<file path="config.mk">
export PLATFORM = sky130hd
export DESIGN_NAME = defl_router
export DESIGN_NICKNAME = d
export VERILOG_FILES = /design/src/rtl/dn_pkg.sv /design/src/rtl/dn_route_table.sv /design/src/rtl/dn_rank.sv /design/src/rtl/dn_alloc.sv /design/src/rtl/defl_router.sv
export SDC_FILE = /design/constraint.sdc
export NUM_CORES = 1
export LEC_CHECK = 0
export BUFFER_PORTS_ARGS = -buffer_cell sky130_fd_sc_hd__buf_2
export CORE_AREA = 2 2 135 137
export CTS_CLUSTER_SIZE = 28
export DETAILED_ROUTE_END_ITERATION = 16
export DIE_AREA = 0 0 137 139
export PLACE_DENSITY = 0.61
export SETUP_SLACK_MARGIN = 0.4
export SKIP_CTS_REPAIR_TIMING = 1
export SLEW_MARGIN = 10
export SYNTH_ARGS = -nofsm -noshare
export SYNTH_HDL_FRONTEND = slang
export SYNTH_SLANG_ARGS = --single-unit
</file>
<file path="constraint.sdc">
create_clock -name clk -period 5.1 [get_ports clk]
set_input_delay 0.255 -clock clk [delete_from_list [all_inputs] [get_ports clk]]
set_output_delay 0.255 -clock clk [all_outputs]
set_load 0.005 [all_outputs]
</file>
<file path="src/rtl/dn_pkg.sv">
package dn_pkg;
   localparam int unsigned LINKS = 3;
   localparam int unsigned LW    = 2;
   typedef logic [LW-1:0] link_t;

   // next link in the congestion rotation
   function automatic link_t rot_next(input link_t k);
      return (k == link_t'(LINKS - 1)) ? link_t'(0) : link_t'(k + 1'b1);
   endfunction
endpackage

</file>
<file path="src/rtl/dn_route_table.sv">
module dn_route_table
   import dn_pkg::*;
#(
   parameter int unsigned DEST_W = 4
) (
   input  logic                          clk,
   input  logic                          rst,
   input  logic                          wr_en,
   input  logic [DEST_W-1:0]             wr_dest,
   input  logic [LW-1:0]                 wr_link,
   input  logic [LINKS-1:0][DEST_W-1:0]  lk_dest,
   output logic [LINKS-1:0][LW-1:0]      lk_link
);
   localparam int unsigned DEPTH = 1 << DEST_W;

   logic [LW-1:0] ent [DEPTH];

   always_ff @(posedge clk) begin
      if (rst) begin
         for (int e = 0; e < DEPTH; e++) ent[e] <= '0;
      end else if (wr_en && (wr_link < LW'(LINKS))) begin
         ent[wr_dest] <= wr_link;
      end
   end

   for (genvar k = 0; k < LINKS; k++) begin : g_lookup
      assign lk_link[k] = ent[lk_dest[k]];
   end

   for (genvar e = 0; e < DEPTH; e++) begin : g_ent_chk

      entry_in_range_chk: assert property (@(posedge clk) disable iff (rst)
         ent[e] < LW'(LINKS));
   end
endmodule

</file>
<file path="src/rtl/dn_rank.sv">
module dn_rank
   import dn_pkg::*;
#(
   parameter int unsigned PRIO_W = 3
) (
   input  logic [LINKS-1:0]              in_v,
   input  logic [LINKS-1:0][PRIO_W-1:0]  prio,
   output logic [LINKS-1:0][LW-1:0]      ord
);
   localparam int unsigned KW = PRIO_W + 1;

   logic [LINKS-1:0][KW-1:0] key;
   logic [LINKS-1:0][LW-1:0] rank;

   for (genvar k = 0; k < LINKS; k++) begin : g_key
      assign key[k] = {in_v[k], prio[k]};
   end

   // rank of a port = how many other ports precede it
   always_comb begin
      for (int i = 0; i < LINKS; i++) begin
         rank[i] = '0;
         for (int j = 0; j < LINKS; j++) begin
            if (j != i) begin
               if ((key[j] > key[i]) || ((key[j] == key[i]) && (j < i)))
                  rank[i] = rank[i] + 1'b1;
            end
         end
      end
   end

   always_comb begin
      ord = '0;
      for (int i = 0; i < LINKS; i++) ord[rank[i]] = LW'(i);
   end
endmodule

</file>
<file path="src/rtl/dn_alloc.sv">
module dn_alloc
   import dn_pkg::*;
#(
   parameter int unsigned DEST_W  = 4,
   parameter int unsigned NODE_ID = 5
) (
   input  logic [LINKS-1:0]              in_v,
   input  logic [LINKS-1:0][DEST_W-1:0]  dest,
   input  logic [LINKS-1:0][LW-1:0]      pref,
   input  logic [LINKS-1:0][LW-1:0]      ord,
   input  logic                          cong,
   output logic [LINKS-1:0]              out_v,
   output logic [LINKS-1:0][LW-1:0]      out_src,
   output logic [LINKS-1:0]              out_bump,
   output logic                          ej_v,
   output logic [LW-1:0]                 ej_src
);
   localparam logic [DEST_W-1:0] SELF = DEST_W'(NODE_ID);

   always_comb begin
      logic [LW-1:0] s;
      logic [LW-1:0] o;
      logic          placed;
      out_v    = '0;
      out_src  = '0;
      out_bump = '0;
      ej_v     = 1'b0;
      ej_src   = '0;
      s        = '0;
      o        = '0;
      placed   = 1'b0;
      for (int r = 0; r < LINKS; r++) begin
         s = ord[r];
         if (in_v[s]) begin
            if ((dest[s] == SELF) && !ej_v) begin
               ej_v   = 1'b1;
               ej_src = s;
            end else if (cong) begin
               o           = rot_next(s);
               out_v[o]    = 1'b1;
               out_src[o]  = s;
               out_bump[o] = 1'b1;
            end else if ((dest[s] != SELF) && (pref[s] < LW'(LINKS))
                         && !out_v[pref[s]]) begin
               out_v[pref[s]]   = 1'b1;
               out_src[pref[s]] = s;
            end else begin
               placed = 1'b0;
               for (int f = 0; f < LINKS; f++) begin
                  if (!placed && !out_v[f]) begin
                     out_v[f]    = 1'b1;
                     out_src[f]  = s;
                     out_bump[f] = 1'b1;
                     placed      = 1'b1;
                  end
               end
            end
         end
      end
   end
endmodule

</file>
<file path="src/rtl/defl_router.sv">
module defl_router
   import dn_pkg::*;
#(
   parameter int unsigned DEST_W      = 4,
   parameter int unsigned PRIO_W      = 3,
   parameter int unsigned DATA_W      = 8,
   parameter int unsigned NODE_ID     = 5,
   parameter int unsigned CONG_THRESH = 3,
   localparam int unsigned PKT_W      = PRIO_W + DEST_W + DATA_W
) (
   input  logic                         clk,
   input  logic                         rst,
   input  logic [2:0]                   in_vld,
   input  logic [2:0][PKT_W-1:0]        in_pkt,
   output logic [2:0]                   out_vld,
   output logic [2:0][PKT_W-1:0]        out_pkt,
   output logic                         eject_vld,
   output logic [PKT_W-1:0]             eject_pkt,
   input  logic                         tbl_we,
   input  logic [DEST_W-1:0]            tbl_dest,
   input  logic [1:0]                   tbl_link
);
   // elaboration-time parameter checks
   if (DEST_W < 1 || DEST_W > 10) begin : g_bad_dest
      $error("DEST_W must lie in 1..10");
   end
   if (PRIO_W < 1) begin : g_bad_prio
      $error("PRIO_W must be at least 1");
   end
   if (DATA_W < 1) begin : g_bad_data
      $error("DATA_W must be at least 1");
   end
   if (NODE_ID >= (1 << DEST_W)) begin : g_bad_id
      $error("NODE_ID must fit in DEST_W bits");
   end
   if (CONG_THRESH < 1) begin : g_bad_cong
      $error("CONG_THRESH must be at least 1");
   end

   localparam int unsigned CW = 2;

   logic [LINKS-1:0][PRIO_W-1:0] f_prio;
   logic [LINKS-1:0][DEST_W-1:0] f_dest;
   logic [LINKS-1:0][LW-1:0]     pref;
   logic [LINKS-1:0][LW-1:0]     ord;
   logic [LINKS-1:0]             a_v;
   logic [LINKS-1:0][LW-1:0]     a_src;
   logic [LINKS-1:0]             a_bump;
   logic                         a_ej;
   logic [LW-1:0]                a_ej_src;
   logic                         cong;
   logic [CW-1:0]                nvalid;

   for (genvar k = 0; k < LINKS; k++) begin : g_fields
      assign f_prio[k] = in_pkt[k][PKT_W-1 -: PRIO_W];
      assign f_dest[k] = in_pkt[k][DATA_W +: DEST_W];
   end

   assign nvalid = CW'(in_vld[0]) + CW'(in_vld[1]) + CW'(in_vld[2]);

   // congestion detector: removed entirely when the threshold is unreachable
   if (CONG_THRESH > LINKS) begin : g_no_cong
      assign cong = 1'b0;
   end else begin : g_cong
      assign cong = (nvalid >= CW'(CONG_THRESH));
   end

   dn_route_table #(.DEST_W(DEST_W)) u_tbl (
      .clk(clk), .rst(rst),
      .wr_en(tbl_we), .wr_dest(tbl_dest), .wr_link(tbl_link),
      .lk_dest(f_dest), .lk_link(pref)
   );

   dn_rank #(.PRIO_W(PRIO_W)) u_rank (
      .in_v(in_vld), .prio(f_prio), .ord(ord)
   );

   dn_alloc #(.DEST_W(DEST_W), .NODE_ID(NODE_ID)) u_alloc (
      .in_v(in_vld), .dest(f_dest), .pref(pref), .ord(ord), .cong(cong),
      .out_v(a_v), .out_src(a_src), .out_bump(a_bump),
      .ej_v(a_ej), .ej_src(a_ej_src)
   );

   function automatic logic [PRIO_W-1:0] sat_inc(input logic [PRIO_W-1:0] p);
      return (p == '1) ? p : p + 1'b1;
   endfunction

   for (genvar k = 0; k < LINKS; k++) begin : g_out
      logic [PKT_W-1:0] sp;
      logic [PKT_W-1:0] nx;
      assign sp = in_pkt[a_src[k]];
      assign nx = a_v[k] ? {(a_bump[k] ? sat_inc(sp[PKT_W-1 -: PRIO_W])
                                       : sp[PKT_W-1 -: PRIO_W]),
                            sp[PKT_W-PRIO_W-1:0]}
                         : '0;
      always_ff @(posedge clk) begin
         if (rst) begin
            out_vld[k] <= 1'b0;
            out_pkt[k] <= '0;
         end else begin
            out_vld[k] <= a_v[k];
            out_pkt[k] <= nx;
         end
      end
   end

   always_ff @(posedge clk) begin
      if (rst) begin
         eject_vld <= 1'b0;
         eject_pkt <= '0;
      end else begin
         eject_vld <= a_ej;
         eject_pkt <= a_ej ? in_pkt[a_ej_src] : '0;
      end
   end

   // checking state: one non-reset edge has passed
   logic primed;
   always_ff @(posedge clk) begin
      if (rst) primed <= 1'b0;
      else     primed <= 1'b1;
   end


   conserve_chk: assert property (@(posedge clk) disable iff (rst)
      primed |-> ($countones(out_vld) + 32'(eject_vld)) == $past($countones(in_vld)));


   eject_self_chk: assert property (@(posedge clk) disable iff (rst)
      eject_vld |-> eject_pkt[DATA_W +: DEST_W] == DEST_W'(NODE_ID));


   reset_quiet_chk: assert property (@(posedge clk)
      $past(rst) |-> (out_vld == '0) && !eject_vld);

   for (genvar k = 0; k < LINKS; k++) begin : g_rot_chk
      localparam int unsigned SRC = (k + LINKS - 1) % LINKS;

      cong_rotate_chk: assert property (@(posedge clk) disable iff (rst)
         (primed && $past(cong) && out_vld[k]) |-> $past(in_vld[SRC]));
   end
endmodule

</file>
==> flow_metrics.py, run 1 <==
metrics = {
    "final_layout": {
        "antenna_cells": 0,
        "layout-drive-gt1-share_pct": 32.42,
        "fin_nets": 983,
        "regArea_sq_mm": 0.002242,
        "syn2layout_area_growth_pct": 25.13,
        "multiInputGateArea_sq_mm": 0.004538,
        "fill_cell_count": 1708,
    },
    "placed_design": {
        "place.gp.congestion": 0.9054,
        "post-dp-hpwl_um": 16390,
        "io_buffers": 120,
    },
    "worst_setup_path": {
        "setup.worst_path.end_class": "register",
        "critPathLaunch": "in_pkt[28]",
        "r2r_slack_ps": 800,
        "class_of_the_most_critical_setup_path": "input port to register",
        "cp_max_fo": 5,
        "r2r.worst_path.cells": 16,
        "timing.critical_path.arrival_ps": 4810,
        "critical_path.startpoint_type": "input port",
        "r2r_start": "u_tbl.ent[15][0]",
        "end_point_of_the_critical_path": "out_pkt[12]",
        "worstReg2RegEnd": "out_pkt[12]",
        "cp_data_required_time_ps": 5330,
    },
    "synth": {
        "synthesis.yosys.warnings": 0,
        "post_synthesis_cell_type_with_the_largest_combined_area": "sky130_fd_sc_hd__dfxtp_1",
        "syn_area_per_cell_sq_um": 9.161,
        "mappedNetlistArea_sq_mm": 0.006925,
        "synth-seq-cells": 96,
        "yosys.cell_count.top_type": "sky130_fd_sc_hd__nor2_1",
        "synthTopCellsByArea": "sky130_fd_sc_hd__dfxtp_1, sky130_fd_sc_hd__edfxtp_1, sky130_fd_sc_hd__mux2i_1",
        "postSynthCellCount": 756,
        "synth_top_area_share_pct": 18.50,
        "number_of_different_library_cells_in_the_post_synthesis_netlist": 80,
        "synth_async_sr_flop_share_pct": 0,
        "synth_sequential_area_ratio_pct": 32.38,
        "synth.cells.most_frequent": "sky130_fd_sc_hd__nor2_1, sky130_fd_sc_hd__mux2i_1, sky130_fd_sc_hd__dfxtp_1, sky130_fd_sc_hd__nand2_1, sky130_fd_sc_hd__and2_1",
        "synth-main-ff-cell": "sky130_fd_sc_hd__dfxtp_1",
        "synth-edff-count": 32,
    },
    "flow_run": {
        "cap_violations": 0,
    },
    "timing": {
        "fin_setup_tns_ps": 0,
        "post-route-period-util_pct": 89.79,
        "report.final.setup_viol": 0,
        "maxClockFrequency_ghz": 0.2184,
        "worst_pin_slew_ps": 621.0,
        "finalHoldViolations": 0,
        "fin_worst_skew_ps": 13.25,
        "hold_ws_ps": 179.8,
        "final_period_demand_of_the_worst_path_ps": 4579,
        "grt_setup_unrepaired": "no",
        "worst_slew_margin_pct": 58.60,
        "slew_violations": 0,
    },
    "floorplanning": {
        "die_x_um": 137,
        "dieArea_sq_mm": 0.01904,
        "floorplan.core_area_sq_mm": 0.01766,
        "boundaryPins": 121,
        "core.rowCount": 49,
        "die-height_um": 139,
        "initial_utilization_pct": 39.22,
    },
    "cts": {
        "clock_tree.root_cell": "sky130_fd_sc_hd__clkbuf_16",
        "htreeDepth": 3,
        "max-clock-path-buffers": 2,
        "clock_transition_at_the_registers_of_the_reported_paths_ps": 80,
        "clock_sink_count": 96,
        "cts-buffers-inserted": 9,
        "tritoncts": "built",
        "clk-insertion-delay-late_ps": 360,
    },
    "drt": {
        "drc_errors": 0,
        "route.antenna.remaining_nets": 0,
        "routed_wirelength_um": 22040,
        "wire_per_inst_um": 19.30,
        "initial_drc_count": 540,
        "drt-pass1-iter-count": 8,
        "avgViaCountPerCell": 5.760,
        "vias": 6578,
    },
    "power": {
        "leakagePower_nw": 3.830,
        "worst_ir_drop_vdd_uv": 213.0,
        "power.total_mw": 3.278,
        "power-per-cell-area_mw_per_mm2": 378.3,
    },
    "global_route": {
        "grt_max_degree": 30,
        "number_of_global_route_vias_before_repair": 6313,
        "track_usage_pct": 23.01,
        "grt_first_pass_wirelength_um": 34370,
        "grt-ovfl-total": 0,
        "initial_antenna_violation_count": 0,
    },
    "worst_hold_path": {
        "min_path_type": "input port to register",
        "holdPathStages": 3,
    },
    "status": {
        "status": "finished, final reports clean",
    },
}
==> cells in the final DEF (no fill, tap or decap), types with 16 or more instances in the layout <==
cell type / count
sky130_fd_sc_hd__nor2_1: 98
sky130_fd_sc_hd__mux4_2: 21
sky130_fd_sc_hd__or2_2: 19
sky130_fd_sc_hd__inv_1: 21
sky130_fd_sc_hd__mux2i_1: 65
sky130_fd_sc_hd__edfxtp_1: 32
sky130_fd_sc_hd__and2_1: 42
sky130_fd_sc_hd__buf_4: 57
sky130_fd_sc_hd__a211oi_1: 41
sky130_fd_sc_hd__dfxtp_1: 64
sky130_fd_sc_hd__nand2_1: 48
sky130_fd_sc_hd__buf_2: 120
sky130_fd_sc_hd__a21oi_1: 37
sky130_fd_sc_hd__o21ai_0: 16
==> worst min path at each step <==
stage	slack, ps	end	startpoint
final	180	out_pkt[30]	in_pkt[30]
after global routing	200	out_pkt[37]	in_pkt[37]
after CTS	160	out_pkt[30]	in_pkt[30]
after detailed placement	550	out_pkt[31]	in_pkt[31]
after global placement	550	out_pkt[34]	in_pkt[34]
after floorplan	390	out_pkt[30]	in_pkt[30]
==> registers in the layout (all words and copies together) (netlist names) <==
register,cells
eject_pkt,15
eject_vld,1
out_pkt,45
out_vld,3
u_tbl.ent,32
==> report_power, final <==
part / switching [mW] / internal, mW / total [mW]
combinational: 0.896 / 0.685 / 1.58
clock: 0.343 / 0.398 / 0.741
sequential: 0.0433 / 0.912 / 0.955
total: 1.28 / 2.00 / 3.28
==> critical path: stages <==
cell and delay, ps:
sky130_fd_sc_hd__buf_2 120, sky130_fd_sc_hd__inv_2 60, sky130_fd_sc_hd__ha_1 280, sky130_fd_sc_hd__nor2b_1 150
sky130_fd_sc_hd__o211ai_1 130, sky130_fd_sc_hd__a21oi_2 260, sky130_fd_sc_hd__buf_4 180, sky130_fd_sc_hd__ha_4 200
sky130_fd_sc_hd__inv_2 60, sky130_fd_sc_hd__mux2_4 320, sky130_fd_sc_hd__o21ai_2 170, sky130_fd_sc_hd__o211ai_1 120
sky130_fd_sc_hd__or4b_4 560, sky130_fd_sc_hd__o32ai_4 330, sky130_fd_sc_hd__o221ai_4 210, sky130_fd_sc_hd__buf_6 170
sky130_fd_sc_hd__nor4_4 280, sky130_fd_sc_hd__o21ai_2 90, sky130_fd_sc_hd__buf_4 170, sky130_fd_sc_hd__mux2_4 330
sky130_fd_sc_hd__a21o_1 190, sky130_fd_sc_hd__a21oi_1 140, sky130_fd_sc_hd__nor3_1 60
==> cells by family (layout without fill, tap and decap cells) <==
| family | after synthesis | in the layout | synth area share, % |
|---|---|---|---|
| adder cells (fa/ha/maj) | 18 | 18 | 3.360 |
| buffers and inverters | 71 | 226 | 4.571 |
| other | 1 | 2 | 0.05415 |
| multiplexers | 98 | 98 | 18.19 |
| AO/OA/AOI/OAI | 191 | 192 | 21.21 |
| flip-flops | 96 | 96 | 32.38 |
| AND/OR/NAND/NOR | 281 | 281 | 20.23 |
==> routing by layer <==
layer	vias to the layer above	global-route usage (%)	part of all wire [%]
met2	238	37.55	48
met3	31	3.143	5.9
met1	3186	31.42	44
li1	3123	-	-
met5	-	0	0
met4	0	7.162	1.8
==> final cells by class <==
class	count	share of cell area, %
clock buffer	9	2.599
clock inverter	7	1.126
inverter	24	1.040
multi-input combinational	591	52.37
sequential	96	25.87
tap	229	3.306
timing repair buffer	186	13.69
==> stage by stage <==
stage,instances,setup slack [ps],utilization (%),area (sq um)
after floorplan,757,406.1,-,6933
after global placement,1112,131.4,45.61,8054
after detailed placement,1112,14.32,45.61,8054
after CTS,1128,382.4,47.44,8377
after global routing,1142,358.1,49.08,8666
final,1142,520.6,49.08,8666
(Power assumes the default switching activity.)
==> run 2, diff against run 1 <==
CELL_PAD_IN_SITES_DETAIL_PLACEMENT = 0   (was default)
CELL_PAD_IN_SITES_GLOBAL_PLACEMENT = 1   (was default)
PLACE_DENSITY = 0.74   (was 0.61)
clock period = 4.3 ns   (was 5.1 ns; I/O delays follow)
==> flow_metrics.py, run 2 (synthesis results as in run 1) <==
metrics = {
    "status": {
        "status": "finished, final reports clean",
    },
    "final_layout": {
        "register_name_with_the_most_flops": "out_pkt",
        "fin_nets": 1084,
        "final_cell_count_no_fill": 1243,
        "reg.largest.list": "out_pkt x45, u_tbl.ent x32, eject_pkt x15",
        "layout.cells.most_common_list": "sky130_fd_sc_hd__buf_4, sky130_fd_sc_hd__buf_2, sky130_fd_sc_hd__nor2_1, sky130_fd_sc_hd__mux2i_1, sky130_fd_sc_hd__dfxtp_1",
        "layout_commonest_cell": "sky130_fd_sc_hd__buf_4",
        "fill_cell_count": 1624,
        "antenna_cells": 0,
        "syn2layout_area_growth_pct": 42.46,
        "largest_register_ffs": 45,
        "layout-drive-gt1-share_pct": 44.08,
        "final_area_sq_mm": 0.009866,
    },
    "global_route": {
        "grt-ovfl-total": 0,
        "number_of_global_route_vias_before_repair": 6691,
        "grt_first_pass_wirelength_um": 36780,
        "track_usage_pct": 24.62,
        "initial_antenna_violation_count": 0,
        "grt_max_degree": 26,
    },
    "timing": {
        "final_period_demand_of_the_worst_path_ps": 4204,
        "maxClockFrequency_ghz": 0.2379,
        "fin_worst_skew_ps": 10.26,
        "worst_slew_margin_pct": 59.05,
        "fin_setup_tns_ps": 0,
        "setup_ws_ps": 96.00,
        "slew_violations": 0,
        "worst_pin_slew_ps": 609.6,
        "post-route-period-util_pct": 97.77,
        "finalHoldViolations": 0,
        "report.final.setup_viol": 0,
        "grt_setup_unrepaired": "yes",
    },
    "cts": {
        "clock_transition_at_the_registers_of_the_reported_paths_ps": 80,
        "cts-buffers-inserted": 9,
        "clock_sink_count": 96,
        "htreeDepth": 3,
        "clock_tree.root_cell": "sky130_fd_sc_hd__clkbuf_16",
        "clk-insertion-delay-late_ps": 350,
        "tritoncts": "built",
        "max-clock-path-buffers": 2,
    },
    "drt": {
        "vias": 6857,
        "drc_errors": 0,
        "initial_drc_count": 423,
        "route.antenna.remaining_nets": 0,
        "drt-pass1-iter-count": 5,
        "wire_per_inst_um": 19.13,
        "avgViaCountPerCell": 5.516,
        "routed_wirelength_um": 23780,
    },
    "worst_hold_path": {
        "min_path_type": "input port to register",
    },
    "power": {
        "worst_ir_drop_vdd_uv": 241.6,
        "leakagePower_nw": 4.392,
        "power-per-cell-area_mw_per_mm2": 437.3,
        "power.total_mw": 4.314,
    },
    "placed_design": {
        "io_buffers": 120,
        "placed_cells_incl_taps": 1200,
        "post-dp-hpwl_um": 17680,
        "dp_slack_ps": -523.1,
        "place.gp.congestion": 0.9091,
        "postPlaceCellArea_sq_mm": 0.008841,
    },
    "floorplanning": {
        "core.rowCount": 49,
        "die-height_um": 139,
        "die_x_um": 137,
        "boundaryPins": 121,
        "initial_utilization_pct": 39.22,
        "floorplan.core_area_sq_mm": 0.01766,
        "dieArea_sq_mm": 0.01904,
    },
    "worst_setup_path": {
        "cp_data_required_time_ps": 4540,
        "cp_max_fo": 5,
        "r2r_slack_ps": 200,
        "setup.worst_path.end_class": "register",
        "timing.critical_path.arrival_ps": 4450,
        "class_of_the_most_critical_setup_path": "input port to register",
        "critical_path.startpoint_type": "input port",
    },
    "flow_run": {
        "cap_violations": 0,
    },
}
run 2: cell count changes in the layout (fill, tap and decap cells not counted), sizes merged:
cell / change
bufinv: -1
inv: -1
a22oi: -1
clkinvlp: +2
clkbuf: +1
buf: +101
run 2: layout make-up:
type,instances,area (sq um),area share [%]
timing repair buffer,288,2071,20.99
clock buffer,9,225.2,2.283
sequential,96,2242,22.73
multi-input combinational,590,4862,49.28
inverter,24,105.1,1.065
tap,229,286.5,2.904
clock inverter,7,73.82,0.7483
run 2: metal layers:
| layer | up-vias | GRT usage (%) | wire length [um] |
|---|---|---|---|
| met3 | 32 | 3.655 | 887 |
| met5 | - | 0 | 0 |
| met1 | 3326 | 34.05 | 10870 |
| met4 | 0 | 7.162 | 469 |
| li1 | 3323 | - | - |
| met2 | 176 | 39.72 | 11560 |
run 2: final timing paths:
| path | cells after the start | end | start |
|---|---|---|---|
| setup / recovery | 24 | out_pkt[43] | in_pkt[28] |
| hold / removal | 3 | out_pkt[32] | in_pkt[32] |
| setup reg to reg | 17 | out_pkt[12] | u_tbl.ent[15][0] |
| hold reg to reg | 11 | out_pkt[12] | u_tbl.ent[13][1] |
run 2: critical path, cell delays in order:
cell	delay [ps]
sky130_fd_sc_hd__buf_12	90
sky130_fd_sc_hd__inv_12	30
sky130_fd_sc_hd__ha_4	250
sky130_fd_sc_hd__nor2b_4	120
sky130_fd_sc_hd__o211ai_1	100
sky130_fd_sc_hd__a21oi_2	220
sky130_fd_sc_hd__buf_4	160
sky130_fd_sc_hd__inv_2	40
sky130_fd_sc_hd__ha_4	170
sky130_fd_sc_hd__nor2b_4	140
sky130_fd_sc_hd__a222oi_1	260
sky130_fd_sc_hd__buf_4	200
sky130_fd_sc_hd__and3_4	200
sky130_fd_sc_hd__o31ai_4	90
sky130_fd_sc_hd__o32a_1	390
sky130_fd_sc_hd__a21oi_2	210
sky130_fd_sc_hd__a21o_1	170
sky130_fd_sc_hd__a21boi_2	80
sky130_fd_sc_hd__o311ai_4	390
sky130_fd_sc_hd__buf_4	190
sky130_fd_sc_hd__mux2_4	300
sky130_fd_sc_hd__o21ai_2	150
sky130_fd_sc_hd__and4_1	210
sky130_fd_sc_hd__nor3_1	50
run 2: report_power, final:
group	total [mW]	leakage, nW	internal [mW]	switching (mW)
sequential	1.13	0.829	1.08	0.0503
clock	0.810	0.140	0.411	0.399
combinational	2.37	3.42	1.14	1.23
total	4.31	4.39	2.64	1.68
run 2: metrics by stage:
step	utilization (%)	hold WS, ps
after floorplan	-	353.6
after global placement	50.07	503.7
after detailed placement	50.07	507.3
after CTS	51.76	136.0
after global routing	55.87	174.6
final	55.87	153.9
